**src/rtl/lcPkg.sv**
```systemverilog
package lcPkg;

  localparam int UP_LEN   = 5;
  localparam int DOWN_LEN = 3;
  localparam int NUM_CODES = 2;

  typedef enum logic [1:0] {
    TX_PASS = 2'd0,
    TX_UP   = 2'd1,
    TX_DOWN = 2'd2
  } txMode_e;

  // strobes from control to datapath
  typedef struct packed {
    logic    countBit;
    logic    lastBit;
    logic    txRestart;
    logic    txAdvance;
    txMode_e txMode;
  } lcCtl_t;

  // window verdict from datapath to control; match[0] activate, match[1] deactivate
  typedef struct packed {
    logic                 valid;
    logic [NUM_CODES-1:0] match;
  } lcVerdict_t;

endpackage

```
**src/rtl/lcCodeTracker.sv**
```systemverilog
module lcCodeTracker #(
  parameter int PERIOD      = 5,
  parameter int WINDOW_BITS = 1000,
  parameter int MAX_ERRS    = 10,
  parameter int CW          = 10
) (
  input  logic          clk,
  input  logic          rstN,
  input  logic          countBit,
  input  logic          lastBit,
  input  logic          mismatch,
  input  logic [CW-1:0] onesNext,
  output logic          matchQ
);

  localparam int ONES_FLOOR = WINDOW_BITS / PERIOD;
  localparam int ONES_CEIL  = (WINDOW_BITS + PERIOD - 1) / PERIOD;
  localparam int ONES_LO    = (ONES_FLOOR > MAX_ERRS) ? ONES_FLOOR - MAX_ERRS : 0;
  localparam int ONES_HI    = ONES_CEIL + MAX_ERRS;

  logic [CW-1:0] errCnt;
  logic [CW-1:0] errNext;
  logic          densityOk;
  logic          errorsOk;

  assign errNext   = errCnt + CW'(mismatch);
  assign densityOk = (int'(onesNext) >= ONES_LO) && (int'(onesNext) <= ONES_HI);
  assign errorsOk  = int'(errNext) <= MAX_ERRS;

  always_ff @(posedge clk) begin
    if (!rstN) begin
      errCnt <= '0;
      matchQ <= 1'b0;
    end else if (countBit) begin
      if (lastBit) begin
        errCnt <= '0;
        matchQ <= errorsOk && densityOk;
      end else begin
        errCnt <= errNext;
      end
    end
  end

endmodule

```
**src/rtl/lcDatapath.sv**
```systemverilog
module lcDatapath import lcPkg::*; #(
  parameter int WINDOW_BITS = 1000,
  parameter int MAX_ERRS    = 10
) (
  input  logic       clk,
  input  logic       rstN,
  input  lcCtl_t     ctl,
  input  logic       rxBit,
  input  logic       txIn,
  input  logic       txValid,
  input  logic       txFbitPos,
  output lcVerdict_t verdict,
  output logic       txOut,
  output logic       txOutValid
);

  localparam int CW = $clog2(WINDOW_BITS + 1);
  localparam int FW = $clog2(UP_LEN + 1);
  localparam int PW = $clog2(UP_LEN);

  // ---------------- receive side ----------------
  logic [UP_LEN-1:0]    hist;      // hist[0] newest counted bit
  logic [FW-1:0]        histFill;
  logic [CW-1:0]        onesCnt;
  logic [CW-1:0]        onesNext;
  logic [NUM_CODES-1:0] mis;
  logic [NUM_CODES-1:0] matchQ;
  logic                 verdictValid;

  assign onesNext = onesCnt + CW'(rxBit);

  always_ff @(posedge clk) begin
    if (!rstN) begin
      hist     <= '0;
      histFill <= '0;
      onesCnt  <= '0;
    end else if (ctl.countBit) begin
      hist <= {hist[UP_LEN-2:0], rxBit};
      if (histFill != FW'(UP_LEN)) histFill <= histFill + 1'b1;
      onesCnt <= ctl.lastBit ? '0 : onesNext;
    end
  end

  for (genvar g = 0; g < NUM_CODES; g++) begin : gCode
    localparam int PERIOD = (g == 0) ? UP_LEN : DOWN_LEN;
    assign mis[g] = (histFill >= FW'(PERIOD)) && (rxBit != hist[PERIOD-1]);
    lcCodeTracker #(
      .PERIOD     (PERIOD),
      .WINDOW_BITS(WINDOW_BITS),
      .MAX_ERRS   (MAX_ERRS),
      .CW         (CW)
    ) tracker_i (
      .clk     (clk),
      .rstN    (rstN),
      .countBit(ctl.countBit),
      .lastBit (ctl.lastBit),
      .mismatch(mis[g]),
      .onesNext(onesNext),
      .matchQ  (matchQ[g])
    );
  end

  always_ff @(posedge clk) begin
    if (!rstN) verdictValid <= 1'b0;
    else       verdictValid <= ctl.countBit && ctl.lastBit;
  end

  assign verdict.valid = verdictValid;
  assign verdict.match = matchQ;

  // ---------------- transmit side ----------------
  logic [PW-1:0] phase;
  logic [PW-1:0] idx;
  logic [PW-1:0] lastIdx;
  logic          codeBit;
  logic          useCode;

  assign idx     = ctl.txRestart ? '0 : phase;
  assign lastIdx = (ctl.txMode == TX_UP) ? PW'(UP_LEN - 1) : PW'(DOWN_LEN - 1);
  assign codeBit = (idx == lastIdx);
  assign useCode = (ctl.txMode != TX_PASS) && !txFbitPos;

  always_ff @(posedge clk) begin
    if (!rstN) begin
      phase      <= '0;
      txOut      <= 1'b0;
      txOutValid <= 1'b0;
    end else begin
      txOutValid <= txValid;
      if (txValid) txOut <= useCode ? codeBit : txIn;
      if (ctl.txAdvance)      phase <= (idx == lastIdx) ? '0 : idx + 1'b1;
      else if (ctl.txRestart) phase <= '0;
    end
  end

endmodule

```
**src/rtl/lcControl.sv**
```systemverilog
module lcControl import lcPkg::*; #(
  parameter int WINDOW_BITS     = 1000,
  parameter int CONFIRM_WINDOWS = 4
) (
  input  logic                 clk,
  input  logic                 rstN,
  input  logic                 rxValid,
  input  logic                 rxFbit,
  input  logic                 rxFramed,
  input  logic                 txValid,
  input  logic                 txFbitPos,
  input  logic                 txSendUp,
  input  logic                 txSendDown,
  input  lcVerdict_t           verdict,
  output lcCtl_t               ctl,
  output logic [NUM_CODES-1:0] seen,
  output logic [NUM_CODES-1:0] irq
);

  localparam int WW = (WINDOW_BITS > 1) ? $clog2(WINDOW_BITS) : 1;
  localparam int RW = $clog2(CONFIRM_WINDOWS + 1);

  // ---------------- window framing ----------------
  logic [WW-1:0] winCnt;
  logic          countBit;
  logic          lastBit;

  assign countBit = rxValid && !(rxFramed && rxFbit);
  assign lastBit  = (winCnt == WW'(WINDOW_BITS - 1));

  always_ff @(posedge clk) begin
    if (!rstN)         winCnt <= '0;
    else if (countBit) winCnt <= lastBit ? '0 : winCnt + 1'b1;
  end

  // ---------------- transmit command ----------------
  txMode_e mode;
  txMode_e prevMode;

  always_comb begin
    if (txSendUp)        mode = TX_UP;
    else if (txSendDown) mode = TX_DOWN;
    else                 mode = TX_PASS;
  end

  always_ff @(posedge clk) begin
    if (!rstN) prevMode <= TX_PASS;
    else       prevMode <= mode;
  end

  assign ctl.countBit  = countBit;
  assign ctl.lastBit   = lastBit;
  assign ctl.txMode    = mode;
  assign ctl.txRestart = (mode != prevMode);
  assign ctl.txAdvance = txValid && !txFbitPos && (mode != TX_PASS);

  // ---------------- confirmation per code ----------------
  for (genvar g = 0; g < NUM_CODES; g++) begin : gConfirm
    logic [RW-1:0] run;
    logic          flag;
    logic          pulse;

    always_ff @(posedge clk) begin
      if (!rstN) begin
        run   <= '0;
        flag  <= 1'b0;
        pulse <= 1'b0;
      end else begin
        pulse <= 1'b0;
        if (verdict.valid) begin
          if (verdict.match[g] == flag) begin
            run <= '0;
          end else if (run == RW'(CONFIRM_WINDOWS - 1)) begin
            run   <= '0;
            flag  <= ~flag;
            pulse <= ~flag;
          end else begin
            run <= run + 1'b1;
          end
        end
      end
    end

    assign seen[g] = flag;
    assign irq[g]  = pulse;
  end

endmodule

```
**src/rtl/loopCodeUnit.sv**
```systemverilog
module loopCodeUnit import lcPkg::*; #(
  parameter int WINDOW_BITS     = 1000,
  parameter int MAX_ERRS        = 10,
  parameter int CONFIRM_WINDOWS = 4
) (
  input  logic clk,
  input  logic rstN,
  input  logic rxBit,
  input  logic rxValid,
  input  logic rxFbit,
  input  logic rxFramed,
  input  logic txIn,
  input  logic txValid,
  input  logic txFbitPos,
  input  logic txSendUp,
  input  logic txSendDown,
  output logic txOut,
  output logic txOutValid,
  output logic loopUpSeen,
  output logic loopDownSeen,
  output logic loopUpIrq,
  output logic loopDownIrq
);

  lcCtl_t               ctlStrobes;
  lcVerdict_t           dpVerdict;
  logic [NUM_CODES-1:0] seen;
  logic [NUM_CODES-1:0] irq;

  lcControl #(
    .WINDOW_BITS    (WINDOW_BITS),
    .CONFIRM_WINDOWS(CONFIRM_WINDOWS)
  ) ctrl_i (
    .clk       (clk),
    .rstN      (rstN),
    .rxValid   (rxValid),
    .rxFbit    (rxFbit),
    .rxFramed  (rxFramed),
    .txValid   (txValid),
    .txFbitPos (txFbitPos),
    .txSendUp  (txSendUp),
    .txSendDown(txSendDown),
    .verdict   (dpVerdict),
    .ctl       (ctlStrobes),
    .seen      (seen),
    .irq       (irq)
  );

  lcDatapath #(
    .WINDOW_BITS(WINDOW_BITS),
    .MAX_ERRS   (MAX_ERRS)
  ) dp_i (
    .clk       (clk),
    .rstN      (rstN),
    .ctl       (ctlStrobes),
    .rxBit     (rxBit),
    .txIn      (txIn),
    .txValid   (txValid),
    .txFbitPos (txFbitPos),
    .verdict   (dpVerdict),
    .txOut     (txOut),
    .txOutValid(txOutValid)
  );

  assign loopUpSeen   = seen[0];
  assign loopDownSeen = seen[1];
  assign loopUpIrq    = irq[0];
  assign loopDownIrq  = irq[1];

endmodule

```
**config.mk**
```make
export PLATFORM = sky130hd
export DESIGN_NAME = loopCodeUnit
export DESIGN_NICKNAME = d
export VERILOG_FILES = /design/src/rtl/lcPkg.sv /design/src/rtl/lcCodeTracker.sv /design/src/rtl/lcDatapath.sv /design/src/rtl/lcControl.sv /design/src/rtl/loopCodeUnit.sv
export SDC_FILE = /design/constraint.sdc
export NUM_CORES = 1
export LEC_CHECK = 0
export BUFFER_PORTS_ARGS = -buffer_cell sky130_fd_sc_hd__buf_2
export CAP_MARGIN = 20
export CORE_MARGIN = 5
export CORE_UTILIZATION = 50
export CTS_CLUSTER_DIAMETER = 30
export DETAILED_ROUTE_END_ITERATION = 6
export GPL_TIMING_DRIVEN = 0
export MAX_ROUTING_LAYER = met4
export PLACE_DENSITY = 0.75
export REMOVE_ABC_BUFFERS = 1
export SLEW_MARGIN = 20
export SYNTH_ARGS = -nofsm -noshare
export SYNTH_HDL_FRONTEND = slang
export SYNTH_SLANG_ARGS = --single-unit
```
**constraint.sdc**
```tcl
create_clock -name clk -period 5.5 [get_ports clk]
set_clock_uncertainty 0.05 [all_clocks]
set_input_delay 0.55 -clock clk [delete_from_list [all_inputs] [get_ports clk]]
set_output_delay 0.55 -clock clk [all_outputs]
set_load 0.1 [all_outputs]
```
# After elaboration in Yosys (flattened, before gate mapping)
# Index checks and enable logic that the tools add are counted.
[classes] bitwise=8 n_addsub=8 muxes=15 eq_ne=11 order_cmp=8 reduce_logical=21
[ops] op="10-bit 2-to-1 mux" count=4
[ops] op="10-bit by 1-bit adder with 10-bit output" count=3
[ops] op="3-bit 2-to-1 mux" count=8
[ops] op="10-bit by 4-bit less-or-equal comparator with 1-bit output (second input constant)" count=2
[ops] op="3-bit by 1-bit adder with 3-bit output (second input constant)" count=4
[ops] op="1-bit logical AND" count=12
[ops] op="10-bit by 1-bit adder with 10-bit output (second input constant)" count=1
[ops] op="10-bit equality test (second input constant)" count=1
[ops] op="10-bit by 8-bit >= comparator with 1-bit output (second input constant)" count=1
[ops] op="10-bit by 9-bit >= comparator with 1-bit output (second input constant)" count=1
[ops] op="10-bit by 8-bit less-or-equal comparator with 1-bit output (second input constant)" count=1
[ops] op="10-bit by 9-bit less-or-equal comparator with 1-bit output (second input constant)" count=1
[ops] op="1-bit inverter" count=8
[ops] op="4-bit OR reduction" count=2
[ops] op="3-bit by 2-bit equality test with 1-bit output (second input constant)" count=2
[ops] op="3-bit AND reduction" count=2
[ops] op="2-bit 2-to-1 mux" count=2
[ops] op="2-bit AND reduction" count=2
[ops] op="3-bit equality test" count=1
[ops] op="3-bit by 2-bit >= comparator with 1-bit output (second input constant)" count=1
[ops] op="3-bit >= comparator (second input constant)" count=1
[ops] op="3-bit inequality test (second input constant)" count=1
[ops] op="1-bit equality test" count=2
[ops] op="2-bit by 1-bit equality test with 1-bit output (second input constant)" count=1
[ops] op="other kinds (5)" count=7
[word_totals] output_inout_bits=6 word_cells=90 regBits=68 input_bits=11

# Logic depth before layout (Yosys ltp)
[logic_depth] depth_word=7 ltp_mapped=13 depth_no_buf=12

# Modules after synthesis
# Synthesis repeated with hierarchy kept, for this count alone.
[hier_totals] cells_unflattened=463 hier_area_um2=3963.8
[by_module_without_submodules] mod="lcDatapath" seq_area_each_um2=480.5 instances=1 cells_per_inst=146 area_per_inst_um2=1291.2
[by_module_without_submodules] mod="lcControl" seq_area_each_um2=440.4 instances=1 cells_per_inst=119 area_per_inst_um2=1093.5
[by_module_without_submodules] mod="lcCodeTracker (dp_i.gCode[1].tracker_i)" seq_area_each_um2=220.2 instances=1 cells_per_inst=100 area_per_inst_um2=822.0
[by_module_without_submodules] mod="lcCodeTracker (dp_i.gCode[0].tracker_i)" seq_area_each_um2=220.2 instances=1 cells_per_inst=98 area_per_inst_um2=757.0

# Least setup slack after synthesis
# No wires, ideal clock.
[synth_timing] kind="register to register" from="register dp_i.histFill[0]" to="register dp_i.gCode[0].tracker_i.matchQ" setup_ps=84 stages_incl_launch_ff=12 t_required_ps=5366 t_arrival_ps=2474 path_slack_ps=2892 synth_period_minus_slack_ps=2608 n_path_buf=1 path_cell_list="dfxtp_1 ha_1 nor3_1 nor3_1 ha_1 ha_1 and3_1 clkbuf_1 nand3_1 xnor2_1 or4_1 o31ai_2"
[synth_between] elab_chain_len=5
[synth_rtl] element="from (decl)" line_no="lcDatapath.sv:23" source="logic [FW-1:0] histFill;"
[synth_rtl] element="from (signal assigned)" line_no="lcDatapath.sv:39" source="if (histFill != FW'(UP_LEN)) histFill <= histFill + 1'b1;"
[synth_rtl] element="3-bit >= comparator" line_no="lcDatapath.sv:46" source="assign mis[g] = (histFill >= FW'(PERIOD)) && (rxBit != hist[PERIOD-1]);"
[synth_rtl] element="1-bit logical AND" line_no="lcDatapath.sv:46"
[synth_rtl] element="10-bit by 1-bit adder with 10-bit output" line_no="lcCodeTracker.sv:26" source="assign errNext = errCnt + CW'(mismatch);"
[synth_rtl] element="10-bit by 4-bit less-or-equal comparator with 1-bit output" line_no="lcCodeTracker.sv:28" source="assign errorsOk = int'(errNext) <= MAX_ERRS;"
[synth_rtl] element="1-bit logical AND" line_no="lcCodeTracker.sv:37" source="matchQ <= errorsOk && densityOk;"
[synth_rtl] element="to (signal assigned)" line_no="lcCodeTracker.sv:37"
[synth_rtl] element="to (decl)" line_no="lcCodeTracker.sv:13" source="output logic matchQ"
# No other way between the ends.
# A chain may end at the register's enable or synchronous reset.

# Final worst setup path
[layout_timing] from="input port rxBit" to="register dp_i.gCode[0].tracker_i.matchQ"
[layout_between] elab_chain_len=5 word_cells_on_any_way=9 cone_classes="add/sub (2); order compare (3); eq/ne (1); reduce/logical (3)"
[layout_rtl] element="from (decl)" line_no="loopCodeUnit.sv:8" source="input logic rxBit,"
[layout_rtl] element="1-bit inequality test" line_no="lcDatapath.sv:46"
[layout_rtl] element="1-bit logical AND" line_no="lcDatapath.sv:46"
[layout_rtl] element="10-bit by 1-bit adder with 10-bit output" line_no="lcCodeTracker.sv:26"
[layout_rtl] element="10-bit by 4-bit less-or-equal comparator with 1-bit output" line_no="lcCodeTracker.sv:28"
[layout_rtl] element="1-bit logical AND (*)" line_no="lcCodeTracker.sv:37"
# Mark *: on every way between the ends. The rest lies on a longest branch, timed or not.

==> flow_summary_export.csv <==
group,metric,value,unit
timing,tightest_slew,1.01,ns
clock_tree,htreeDepth,3,
clock_tree,post-cts-setup-buffers,0,
timing,relSlewSlack,32.2,%
synth,synth_compound_area_share,20.2,%
synth,synth_top_family_by_area,"simple AND/OR/NAND/NOR gates",
finish,fillers,710,
global_routing,grt_antenna_before_repair,0,
routing,dr.pass1.iters,4,
clock_tree,clk_latency,0.34,ns
synth,synthMuxAreaShare,0.780,%
timing,fin_ws,2.53,ns
finish,diodes,0,
routing,drc,0,
placement,port_buffers,16,
timing,hold_violations,0,
routing,vias,3288,
finish,seq_area,1360,sq um
power,p_clk_share,39.6,%
clock_tree,cts-resized-gates,0,
placement,dpl_cell_area,3980,sq um
outcome,outcome,"complete, no violations",
synth,synth_top_cell_by_area,"dfxtp_1",
timing,period_needed,2.97,ns
timing,rsz0062_at_grt,"false",
min_path,hold_path_class,"register to register",
synth,synthCells,477,
synth,ys_top_cells_by_area,"dfxtp_1 (35%), a21boi_0 (6.2%), nand2_1 (5.8%), xnor2_1 (4.5%), ha_1 (4.2%)",
routing,routed_via_density,5.64,
power,switching_share,26.2,%
synth,synth_commonest_cells,"dfxtp_1 (68), nand2_1 (60), a21boi_0 (32)",
power,internal-power,0.697,mW
timing,setup_viol,0,
min_path,hold_path_startpoint,"dp_i.hist[3]",
clock_tree,cts_tree,"built",
routing,wl_per_cell,13.5,microns
run,maxCapViolCount,0,
routing,first_iter_violations,138,
die,io_pins,17,
die,fp.coreArea,7610,sq um
clock_tree,postCtsHoldBufs,0,
synth,synth_warnings,0,
timing,drv_slew,0,
synth,synth_edf_count,0,
synth,ys_ff_latch,68,
critical_path,crit_top_cell,"ha_1",
global_routing,gr-total-overflow,0,
clock_tree,cts-root-buf,"clkbuf_8",
critical_path,worst_setup_path_start_kind,"input port",
synth,synth-xor-area-share,5.69,%
global_routing,grt_pass1_wl,13.5,mm
synth,yosysMostFrequentCell,"dfxtp_1",
finish,multi_input_area,2350,sq um
power,power.switching,0.248,mW
synth,yosysUniqueCellTypes,56,
critical_path,slowest_delay,0.50,ns
routing,final_antenna_net_count,0,
power,leakage,1.46,nW
placement,place.gp.congestion,0.818,
critical_path,crit_slowest_cell,"ha_1",
die,die_w,97.8,microns
critical_path,startpoint,"rxBit",
power,seq_power_share,53.3,%
synth,syn_area,3850,sq um
timing,fmax,0.337,GHz
placement,hpwl,5.22,mm
critical_path,cp.arrival,3.18,ns
clock_tree,clkTransAtPathRegs,0.08,ns
die,die_y,97.8,microns
critical_path,rr_startpoint,"dp_i.histFill[0]",
die,start_util,50.6,%
finish,drive_gt1_share,8.73,%
routing,routed_wl,7.88,mm
power,p_comb_share,7.1,%
finish,finalInstanceArea,4160,sq um
critical_path,worst-path-max-fanout,14,
die,die_area,9560,sq um
clock_tree,clk_path_buf_depth,2,
critical_path,required,5.71,ns
synth,yosys.area_share.simple,29.7,%
critical_path,critPathKind,"input port to register",
finish,layout.nets,500,
timing,setup_tns,0,ns
global_routing,grt.total_usage,17.2,%
placement,pre_cts_ws,2.19,ns
synth,synthFlopType,"dfxtp_1",
clock_tree,cts_sinks,68,
synth,syn_area_per_cell,8.07,sq um
power,pwr_density_cell,227,nW/um^2
die,rows,32,
synth,ys_async_sr_fraction,0,%
global_routing,grt_max_degree,62,
critical_path,crit_chain,"buf_2 > ha_1 > ha_1 > and4_4 > and4_1 > xnor2_1 > o21ai_0 > or4_1 > o31ai_2",
synth,synth_fa_ha_area_share,4.48,%
critical_path,crit_path_end_kind,"register",
timing,fin_crit_sh,54.0,%
finish,area_growth,7.93,%
global_routing,grt_pass1_vias,3113,
power,ir_drop,0.153,mV
critical_path,reg2reg_slack,2.54,ns
clock_tree,cts_buffers,9,
synth,synth-seq-area-share,35.4,%
synth,yosysTopAreaCellShare,35.4,%
==> area by class of cell <==
cell class | count | share of cell area, %
tap | 102 | 3.07
clock buffer | 10 | 3.31
multi-input combinational | 373 | 56.7
clock inverter | 6 | 0.964
sequential | 68 | 32.8
timing repair buffer | 17 | 2.59
inverter | 7 | 0.632
==> layout by cell type (no fill, tap or decap), types with 10 or more instances in the layout <==
master	instances
a21boi_0	32
a21oi_1	21
and2_1	12
and3_1	13
buf_2	16
clkbuf_8	10
dfxtp_1	68
ha_1	13
nand2_1	60
nand3_1	29
nand3b_1	10
nor2_1	23
nor2b_1	12
nor3_1	12
o21ai_0	30
xnor2_1	20
==> routing by layer <==
metal / vias up / track usage [%] / routed length, microns
met5: - / - / 0
met4: 0 / 5.54 / 62
met3: 4 / 3.79 / 333
met2: 53 / 29.3 / 3830
met1: 1537 / 20.1 / 3650
li1: 1694 / - / -
==> registers in the layout, summed over array words and instances (netlist names) <==
name and count:
ctrl_i.gConfirm.flag 2, ctrl_i.gConfirm.pulse 2, ctrl_i.gConfirm.run 6, ctrl_i.prevMode 2, ctrl_i.winCnt 10, dp_i.gCode.tracker_i.errCnt 20
dp_i.gCode.tracker_i.matchQ 2, dp_i.hist 5, dp_i.histFill 3, dp_i.onesCnt 10, dp_i.phase 3, dp_i.txOut 1
dp_i.txOutValid 1, dp_i.verdictValid 1
==> worst max-delay path: cells and delay by family <==
kind	cells	cell delay [ns]
simple gates	3	1.03
fa+ha+maj	2	0.88
compound gates	2	0.38
xor+xnor	1	0.19
buf+inv	1	0.15
==> power groups by stage <==
stage / logic [mW] / registers [mW] / clock network, mW
finish: 0.0670 / 0.504 / 0.374
global route: 0.0738 / 0.505 / 0.403
CTS: 0.0674 / 0.504 / 0.379
detailed placement: 0.0672 / 0.516 / 0
global placement: 0.0613 / 0.515 / 0
floorplan: 0.0341 / 0.521 / 0
==> worst paths after layout <==
kind	to	depth (start not counted)
max	dp_i.gCode[0].tracker_i.matchQ	9
min	dp_i.hist[4]	2
max reg2reg	dp_i.gCode[1].tracker_i.matchQ	12
min reg2reg	dp_i.hist[4]	2
==> per-stage QoR <==
stage	std cells	power, mW	hold WS [ns]	util [%]
after global routing	583	0.982	0.420	54.6
after CTS	583	0.950	0.417	54.6
after global placement	566	0.576	0.402	51.8
after floorplan	448	0.555	0.391	-
after detailed placement	567	0.583	0.410	52.3
final	583	0.945	0.415	54.6
==> cells by family after synthesis <==
kind of cell               after synthesis
buffers and inverters                   36
and+or+nand+nor                        213
AOI/OAI and AO/OA                      118
adders and majority gates               14
DFF                                     68
muxes                                    3
xor gates and xnor gates                25
(Power assumes the default switching activity.)
